`config.mk`:
```
export PLATFORM = sky130hd
export DESIGN_NAME = blt_engine
export DESIGN_NICKNAME = d
export VERILOG_FILES = /design/src/rtl/blt_pkg.sv /design/src/rtl/blt_rop.sv /design/src/rtl/blt_expand.sv /design/src/rtl/blt_walker.sv /design/src/rtl/blt_engine.sv
export SDC_FILE = /design/constraint.sdc
export NUM_CORES = 2
export LEC_CHECK = 0
export BUFFER_PORTS_ARGS = -buffer_cell sky130_fd_sc_hd__buf_4
export CAP_MARGIN = 20
export CORE_UTILIZATION = 50
export DETAILED_ROUTE_END_ITERATION = 8
export GPL_TIMING_DRIVEN = 0
export HOLD_SLACK_MARGIN = 0.03
export PLACE_DENSITY = 0.72
export SYNTH_ARGS = -nofsm -noshare
export SYNTH_HDL_FRONTEND = slang
export SYNTH_SLANG_ARGS = --single-unit
```
`constraint.sdc`:
```
create_clock -name clk -period 17.3 [get_ports clk]
set_input_delay 0 -clock clk [delete_from_list [all_inputs] [get_ports clk]]
set_output_delay 0 -clock clk [all_outputs]
set_load 0.05 [all_outputs]
```
`src/rtl/blt_pkg.sv`:
```
package blt_pkg;
   typedef enum logic [2:0] {
      ST_IDLE,
      ST_RSRC,
      ST_RPAT,
      ST_RDST,
      ST_WR
   } blt_state_e;

   localparam logic [3:0] RA_SRC   = 4'd0;
   localparam logic [3:0] RA_DST   = 4'd1;
   localparam logic [3:0] RA_PAT   = 4'd2;
   localparam logic [3:0] RA_SPIT  = 4'd3;
   localparam logic [3:0] RA_DPIT  = 4'd4;
   localparam logic [3:0] RA_WID   = 4'd5;
   localparam logic [3:0] RA_HGT   = 4'd6;
   localparam logic [3:0] RA_ROP   = 4'd7;
   localparam logic [3:0] RA_FG    = 4'd8;
   localparam logic [3:0] RA_BG    = 4'd9;
   localparam logic [3:0] RA_KEY   = 4'd10;
   localparam logic [3:0] RA_MODE  = 4'd11;
   localparam logic [3:0] RA_GO    = 4'd15;

   localparam logic [1:0] BPP8  = 2'd0;
   localparam logic [1:0] BPP16 = 2'd1;
endpackage

```
`src/rtl/blt_rop.sv`:
```
module blt_rop #(
   parameter int DW = 32
) (
   input  logic [7:0]    rop,
   input  logic [DW-1:0] p,
   input  logic [DW-1:0] s,
   input  logic [DW-1:0] d,
   output logic [DW-1:0] r
);
   // one 8:1 selector per bit, indexed by the three operand bits
   for (genvar i = 0; i < DW; i++) begin : g_bit
      assign r[i] = rop[{p[i], s[i], d[i]}];
   end
endmodule

```
`src/rtl/blt_expand.sv`:
```
module blt_expand #(
   parameter int DW = 32
) (
   input  logic          mono,
   input  logic          bit_sel,
   input  logic [DW-1:0] raw,
   input  logic [DW-1:0] fg,
   input  logic [DW-1:0] bg,
   input  logic [DW-1:0] mask,
   output logic [DW-1:0] pix
);
   logic [DW-1:0] color;
   assign color = bit_sel ? fg : bg;
   assign pix   = (mono ? color : raw) & mask;
endmodule

```
`src/rtl/blt_walker.sv`:
```
module blt_walker #(
   parameter int CW = 12
) (
   input  logic          clk,
   input  logic          rst_n,
   input  logic          load,
   input  logic          step,
   input  logic          rev_in,
   input  logic [CW-1:0] w,
   input  logic [CW-1:0] h,
   output logic [CW-1:0] x,
   output logic [CW-1:0] y,
   output logic          last
);
   logic          rev_q;
   logic [CW-1:0] w_q, h_q;

   always_ff @(posedge clk or negedge rst_n) begin
      if (!rst_n) begin
         rev_q <= 1'b0;
         w_q   <= '0;
         h_q   <= '0;
         x     <= '0;
         y     <= '0;
      end else if (load) begin
         rev_q <= rev_in;
         w_q   <= w;
         h_q   <= h;
         x     <= rev_in ? w - 1'b1 : '0;
         y     <= rev_in ? h - 1'b1 : '0;
      end else if (step) begin
         if (rev_q) begin
            if (x == '0) begin
               x <= w_q - 1'b1;
               y <= y - 1'b1;
            end else begin
               x <= x - 1'b1;
            end
         end else begin
            if (x == w_q - 1'b1) begin
               x <= '0;
               y <= y + 1'b1;
            end else begin
               x <= x + 1'b1;
            end
         end
      end
   end

   assign last = rev_q ? (x == '0 && y == '0)
                       : (x == w_q - 1'b1 && y == h_q - 1'b1);

   AST_STEP_IN_RECT: assert property (@(posedge clk) disable iff (!rst_n)
      step |-> (x < w_q && y < h_q));
endmodule

```
`src/rtl/blt_engine.sv`:
```
module blt_engine
   import blt_pkg::*;
#(
   parameter int AW = 16,
   parameter int DW = 32,
   parameter int CW = 12
) (
   input  logic          clk,
   input  logic          rst_n,
   input  logic          reg_we,
   input  logic [3:0]    reg_addr,
   input  logic [DW-1:0] reg_wdata,
   output logic          mem_req,
   output logic          mem_we,
   output logic [AW-1:0] mem_addr,
   output logic [DW-1:0] mem_wdata,
   input  logic [DW-1:0] mem_rdata,
   output logic          busy,
   output logic          done,
   output logic          irq
);
   localparam int XSH = $clog2(DW);

   if (DW < 32 || (1 << XSH) != DW) begin : g_chk_dw
      $error("blt_engine: DW must be a power of two of at least 32");
   end
   if (AW > DW || CW > AW || CW < XSH) begin : g_chk_w
      $error("blt_engine: need XSH <= CW <= AW <= DW");
   end

   logic [AW-1:0] src_base_q, dst_base_q, pat_base_q, src_pit_q, dst_pit_q;
   logic [CW-1:0] wid_q, hgt_q;
   logic [7:0]    rop_q;
   logic [DW-1:0] fg_q, bg_q, key_q;
   logic [1:0]    bpp_q;
   logic          mono_q, trans_q, tsel_q;
   blt_state_e    st_q;
   logic [DW-1:0] src_q, pat_q;

   logic          go, adv, last, rev, wr_ok, hit;
   logic [CW-1:0] x, y;
   logic [DW-1:0] mask, s_pix, p_pix, d_pix, r_raw, res;
   logic [AW-1:0] src_addr, pat_addr, dst_addr;

   assign busy = (st_q != ST_IDLE);
   assign go   = reg_we && !busy && reg_addr == RA_GO;
   assign rev  = !mono_q && (dst_base_q > src_base_q);

   always_ff @(posedge clk or negedge rst_n) begin
      if (!rst_n) begin
         src_base_q <= '0; dst_base_q <= '0; pat_base_q <= '0;
         src_pit_q  <= '0; dst_pit_q  <= '0;
         wid_q <= '0; hgt_q <= '0; rop_q <= '0;
         fg_q <= '0; bg_q <= '0; key_q <= '0;
         bpp_q <= '0; mono_q <= 1'b0; trans_q <= 1'b0; tsel_q <= 1'b0;
      end else if (reg_we && !busy) begin
         case (reg_addr)
            RA_SRC:  src_base_q <= reg_wdata[AW-1:0];
            RA_DST:  dst_base_q <= reg_wdata[AW-1:0];
            RA_PAT:  pat_base_q <= reg_wdata[AW-1:0];
            RA_SPIT: src_pit_q  <= reg_wdata[AW-1:0];
            RA_DPIT: dst_pit_q  <= reg_wdata[AW-1:0];
            RA_WID:  wid_q      <= reg_wdata[CW-1:0];
            RA_HGT:  hgt_q      <= reg_wdata[CW-1:0];
            RA_ROP:  rop_q      <= reg_wdata[7:0];
            RA_FG:   fg_q       <= reg_wdata;
            RA_BG:   bg_q       <= reg_wdata;
            RA_KEY:  key_q      <= reg_wdata;
            RA_MODE: begin
               bpp_q   <= reg_wdata[1:0];
               mono_q  <= reg_wdata[2];
               trans_q <= reg_wdata[3];
               tsel_q  <= reg_wdata[4];
            end
            default: ;
         endcase
      end
   end

   blt_walker #(.CW(CW)) u_walk (
      .clk(clk), .rst_n(rst_n), .load(go), .step(adv), .rev_in(rev),
      .w(wid_q), .h(hgt_q), .x(x), .y(y), .last(last)
   );

   always_ff @(posedge clk or negedge rst_n) begin
      if (!rst_n) begin
         st_q  <= ST_IDLE;
         done  <= 1'b0;
         irq   <= 1'b0;
         src_q <= '0;
         pat_q <= '0;
      end else begin
         irq <= 1'b0;
         case (st_q)
            ST_IDLE: if (go) begin
               st_q <= ST_RSRC;
               done <= 1'b0;
            end
            ST_RSRC: st_q <= ST_RPAT;
            ST_RPAT: begin
               src_q <= mem_rdata;
               st_q  <= ST_RDST;
            end
            ST_RDST: begin
               pat_q <= mem_rdata;
               st_q  <= ST_WR;
            end
            ST_WR: begin
               if (last) begin
                  st_q <= ST_IDLE;
                  done <= 1'b1;
                  irq  <= 1'b1;
               end else begin
                  st_q <= ST_RSRC;
               end
            end
            default: st_q <= ST_IDLE;
         endcase
      end
   end
   assign adv = (st_q == ST_WR) && !last;

   always_comb begin
      case (bpp_q)
         BPP8:    mask = DW'(8'hFF);
         BPP16:   mask = DW'(16'hFFFF);
         default: mask = DW'(32'hFFFF_FFFF);
      endcase
   end

   assign src_addr = src_base_q + AW'(y) * src_pit_q
                   + (mono_q ? AW'(x >> XSH) : AW'(x));
   assign pat_addr = pat_base_q + AW'({y[2:0], x[2:0]});
   assign dst_addr = dst_base_q + AW'(y) * dst_pit_q + AW'(x);

   blt_expand #(.DW(DW)) u_exp (
      .mono(mono_q), .bit_sel(src_q[x[XSH-1:0]]), .raw(src_q),
      .fg(fg_q), .bg(bg_q), .mask(mask), .pix(s_pix)
   );

   assign p_pix = pat_q & mask;
   assign d_pix = mem_rdata & mask;

   blt_rop #(.DW(DW)) u_rop (
      .rop(rop_q), .p(p_pix), .s(s_pix), .d(d_pix), .r(r_raw)
   );

   assign res   = r_raw & mask;
   assign hit   = (d_pix == (key_q & mask));
   assign wr_ok = !trans_q || (tsel_q ? !hit : hit);

   always_comb begin
      mem_req   = 1'b0;
      mem_we    = 1'b0;
      mem_addr  = dst_addr;
      mem_wdata = res;
      case (st_q)
         ST_RSRC: begin mem_req = 1'b1; mem_addr = src_addr; end
         ST_RPAT: begin mem_req = 1'b1; mem_addr = pat_addr; end
         ST_RDST: mem_req = 1'b1;
         ST_WR:   begin mem_req = wr_ok; mem_we = wr_ok; end
         default: ;
      endcase
   end

   AST_IRQ_SINGLE: assert property (@(posedge clk) disable iff (!rst_n)
      irq |=> !irq);
   AST_IRQ_WITH_DONE: assert property (@(posedge clk) disable iff (!rst_n)
      irq |-> (done && !busy));
   AST_IDLE_QUIET: assert property (@(posedge clk) disable iff (!rst_n)
      !busy |-> !mem_req);
   AST_CFG_FROZEN: assert property (@(posedge clk) disable iff (!rst_n)
      (busy && $past(busy)) |-> ($stable(rop_q) && $stable(dst_base_q)));
   AST_KEY_GATE: assert property (@(posedge clk) disable iff (!rst_n)
      (mem_we && trans_q) |-> (tsel_q ^ (((mem_rdata ^ key_q) & mask) == '0)));
   AST_WDATA_WIDTH: assert property (@(posedge clk) disable iff (!rst_n)
      mem_we |-> ((mem_wdata & ~mask) == '0));
endmodule

```
==> results.json <==
{
  "status": "completed",
  "synth_top_flop_cell": "dfrtp_1",
  "drive_gt1_frac": 0.1611,
  "power_density_nw_per_um2": 53.95,
  "syn_inst": 2882,
  "grt-ovfl-total": 0,
  "grt_antenna_before_repair": 1,
  "finish.instance_area_um2": 32320,
  "numCtsBuffers": 38,
  "synth_cell_types": 74,
  "dp_hpwl_mm": 68.43,
  "root_buffer": "clkbuf_16",
  "path_clk_slew_ns": 0.06,
  "initial_core_util": 0.5101,
  "grt_pass1_wl_mm": 136.6,
  "insertion_delay_ns": 0.58,
  "setup_violations": 0,
  "gp_congestion": 0.9664,
  "ys_seq_area_frac": 0.2924,
  "startpoint_type": "flip-flop",
  "p_leak_nw": 15.54,
  "drc": 0,
  "finClkSkew_ns": 0.02570,
  "cp.arrival_ns": 8.23,
  "synth_area_um2": 28320,
  "ir_drop_uv": 78.36,
  "reg2regPathDepth": 12,
  "max_freq_mhz": 121.5,
  "drv_cap": 0,
  "die_w_um": 240.0,
  "layout_min_cycle_time_ns": 8.231,
  "finalNonFillerCells": 3896,
  "synth_seq_cells": 331,
  "fin_nets": 3523,
  "wirelength_mm": 89.03,
  "synthSimpleGateAreaFrac": 0.1513,
  "yosysTopAreaCellShare": 0.2924,
  "finalMaxSlewViolations": 0,
  "synth_compound_gate_area_share": 0.05964,
  "path_class": "flip-flop to output pin",
  "rsz0062_at_grt": "no",
  "ant_nets": 0,
  "cts_tree": "done",
  "r2r_setup_slack_ns": 12.60,
  "core_um2": 55520,
  "grt_pass1_vias": 23760,
  "fin_setup_tns_ns": 0,
  "hold_viol_final": 0,
  "synth_area_leaders": "dfrtp_1, fa_1, mux2_2, nand2_1, ha_1",
  "path_max_fanout": 10,
  "synth_xor_area_frac": 0.06154,
  "rows": 86,
  "fin_hold_ws_ns": 0.03204,
  "die-height_um": 240.0,
  "synthArstFlopShare": 1.000,
  "hp-class": "primary input to asynchronous set/reset pin",
  "placed_cells": 3752,
  "slew_headroom": 0.2402,
  "vias": 22796,
  "min_period_over_period": 0.4758,
  "ys_warn_count": 0,
  "layout-area-overhead-vs-synth_pct": 14.13,
  "post_synth.cell_area_avg_um2": 9.828,
  "synth_top_family_by_area": "adder cells",
  "place_ws_ns": 9.662,
  "final_common_cell": "nand2_1",
  "htreeDepth": 2,
  "syn-num-nets": 3287,
  "cts_resized": 0,
  "die_area_um2": 57600,
  "placed_area_um2": 30240,
  "synth_adder_area_share": 0.2016,
  "yosysTopAreaCell": "dfrtp_1",
  "boundaryPins": 124,
  "port_buffers": 119,
  "avgViaCountPerCell": 5.851,
  "grtUsageTotal": 0.3167,
  "final_cell_mix": "nand2_1, dfrtp_1, inv_1",
  "wl_per_cell_um": 22.85,
  "end_kind": "output pin",
  "first_iter_violations": 2040,
  "cts.path.max_buffers": 3,
  "cts_sinks": 331,
  "muxShareOfSynthArea": 0.1673,
  "setup_ws_ns": 9.069,
  "drtPass1Iterations": 6,
  "grt_max_degree": 105,
  "synth_edf_count": 0,
  "critPathRequiredTime_ns": 17.30,
  "tightest_slew_ns": 1.140
}
==> worst paths after layout <==
| check | from | endpoint |
|---|---|---|
| setup / recovery | u_walk.y[2] | mem_addr[15] |
| hold / removal | rst_n | key_q[15] |
| setup reg to reg | u_walk.x[1] | u_walk.x[4] |
| hold reg to reg | pat_q[0] | pat_q[0] |
| max in group asynchronous | rst_n | dst_pit_q[9] |
| min in group clk | mem_rdata[29] | pat_q[29] |
==> worst max-delay path, cell delays in order (launching register included) <==
cell	delay, ns
dfrtp_1	0.62
clkbuf_1	0.59
clkbuf_1	0.62
and2_1	0.25
fa_1	0.18
inv_1	0.06
fa_1	0.50
inv_1	0.05
fa_1	0.49
inv_1	0.06
fa_1	0.53
inv_1	0.05
fa_1	0.51
inv_1	0.06
fa_1	0.47
inv_1	0.04
ha_1	0.21
o41ai_1	0.73
o21ai_0	0.39
a31o_2	0.34
xnor2_1	0.13
a22oi_1	0.33
o21ai_0	0.21
buf_4	0.23
==> metrics by stage <==
stage | utilization | total power [mW]
final | 0.5822 | 1.744
after global routing | 0.5821 | 1.791
after CTS | 0.5819 | 1.752
after detailed placement | 0.5447 | 0.8855
after global placement | 0.5431 | 0.8807
after floorplan | - | 0.8294
==> routing by layer <==
| layer | vias up | share of wire | track usage |
|---|---|---|---|
| li1 | 10004 | - | - |
| met1 | 11396 | 0.39 | 0.4003 |
| met2 | 1122 | 0.47 | 0.5108 |
| met3 | 272 | 0.093 | 0.06866 |
| met4 | 2 | 0.055 | 0.1643 |
| met5 | - | 0.00016 | 0 |
==> logic make-up (layout without fill, tap and decap cells) <==
kind of cell / after synthesis / after routing
and+or+nand+nor: 916 / 916
buffers and inverters: 490 / 755
muxes: 357 / 357
adders and majority gates: 334 / 334
DFF: 331 / 331
AOI/OAI and AO/OA: 266 / 266
xor gates and xnor gates: 188 / 188
other: 0 / 1
==> sequential cells by signal, summed over array words and instances, names as in the netlist, 8 cells and up <==
name	cells
u_walk.x	12
key_q	32
bg_q	32
src_base_q	16
rop_q	8
wid_q	12
u_walk.h_q	12
src_pit_q	16
dst_pit_q	16
dst_base_q	16
pat_base_q	16
src_q	32
pat_q	32
u_walk.w_q	12
u_walk.y	12
hgt_q	12
fg_q	32
==> where the power goes <==
part	total, mW	switching, mW	internal [mW]
sequential	0.790	0.00771	0.782
clock	0.858	0.351	0.507
combinational	0.0965	0.0567	0.0398
==> synth_stat cells, types with 4 or more instances <==
cell type	n
fa_1	204
nand4_1	11
or3_1	7
clkbuf_1	137
o211ai_1	7
a2111oi_0	4
o21bai_1	7
nand3_1	29
and4_1	6
nor3_1	40
o22ai_1	21
xnor3_1	7
dfrtp_1	331
nand2b_1	15
a211oi_1	5
mux2_2	211
nor3b_1	7
mux2i_1	68
o21ai_0	80
mux4_2	68
a21o_1	17
and3_1	11
a311oi_1	4
nor4_1	23
buf_1	22
a22oi_1	13
mux2_4	10
nand3b_1	4
nor2b_1	31
and2_1	133
inv_1	317
xor2_1	76
buf_2	7
a21oi_1	61
a31oi_1	9
xnor2_1	105
nand2_1	483
nor2_1	102
ha_1	130
o21ai_1	7
==> what timing repair did <==
action	CTS	global route
endpoints found under the hold margin	512	0
buffers inserted	0	0
hold buffers	73	0
==> cell type report <==
type,count,area [um2]
plain buffers,172,679.4
clock buffers,51,1091
multi-input cells,2061,18170
well taps,748,935.9
clock inverters,18,227.7
diodes,1,2.502
repair buffers,196,1744
fillers,4728,23200
flip-flops and latches,331,8283
inverters,318,1194
Note: power is estimated with default switching activity, not from simulation.
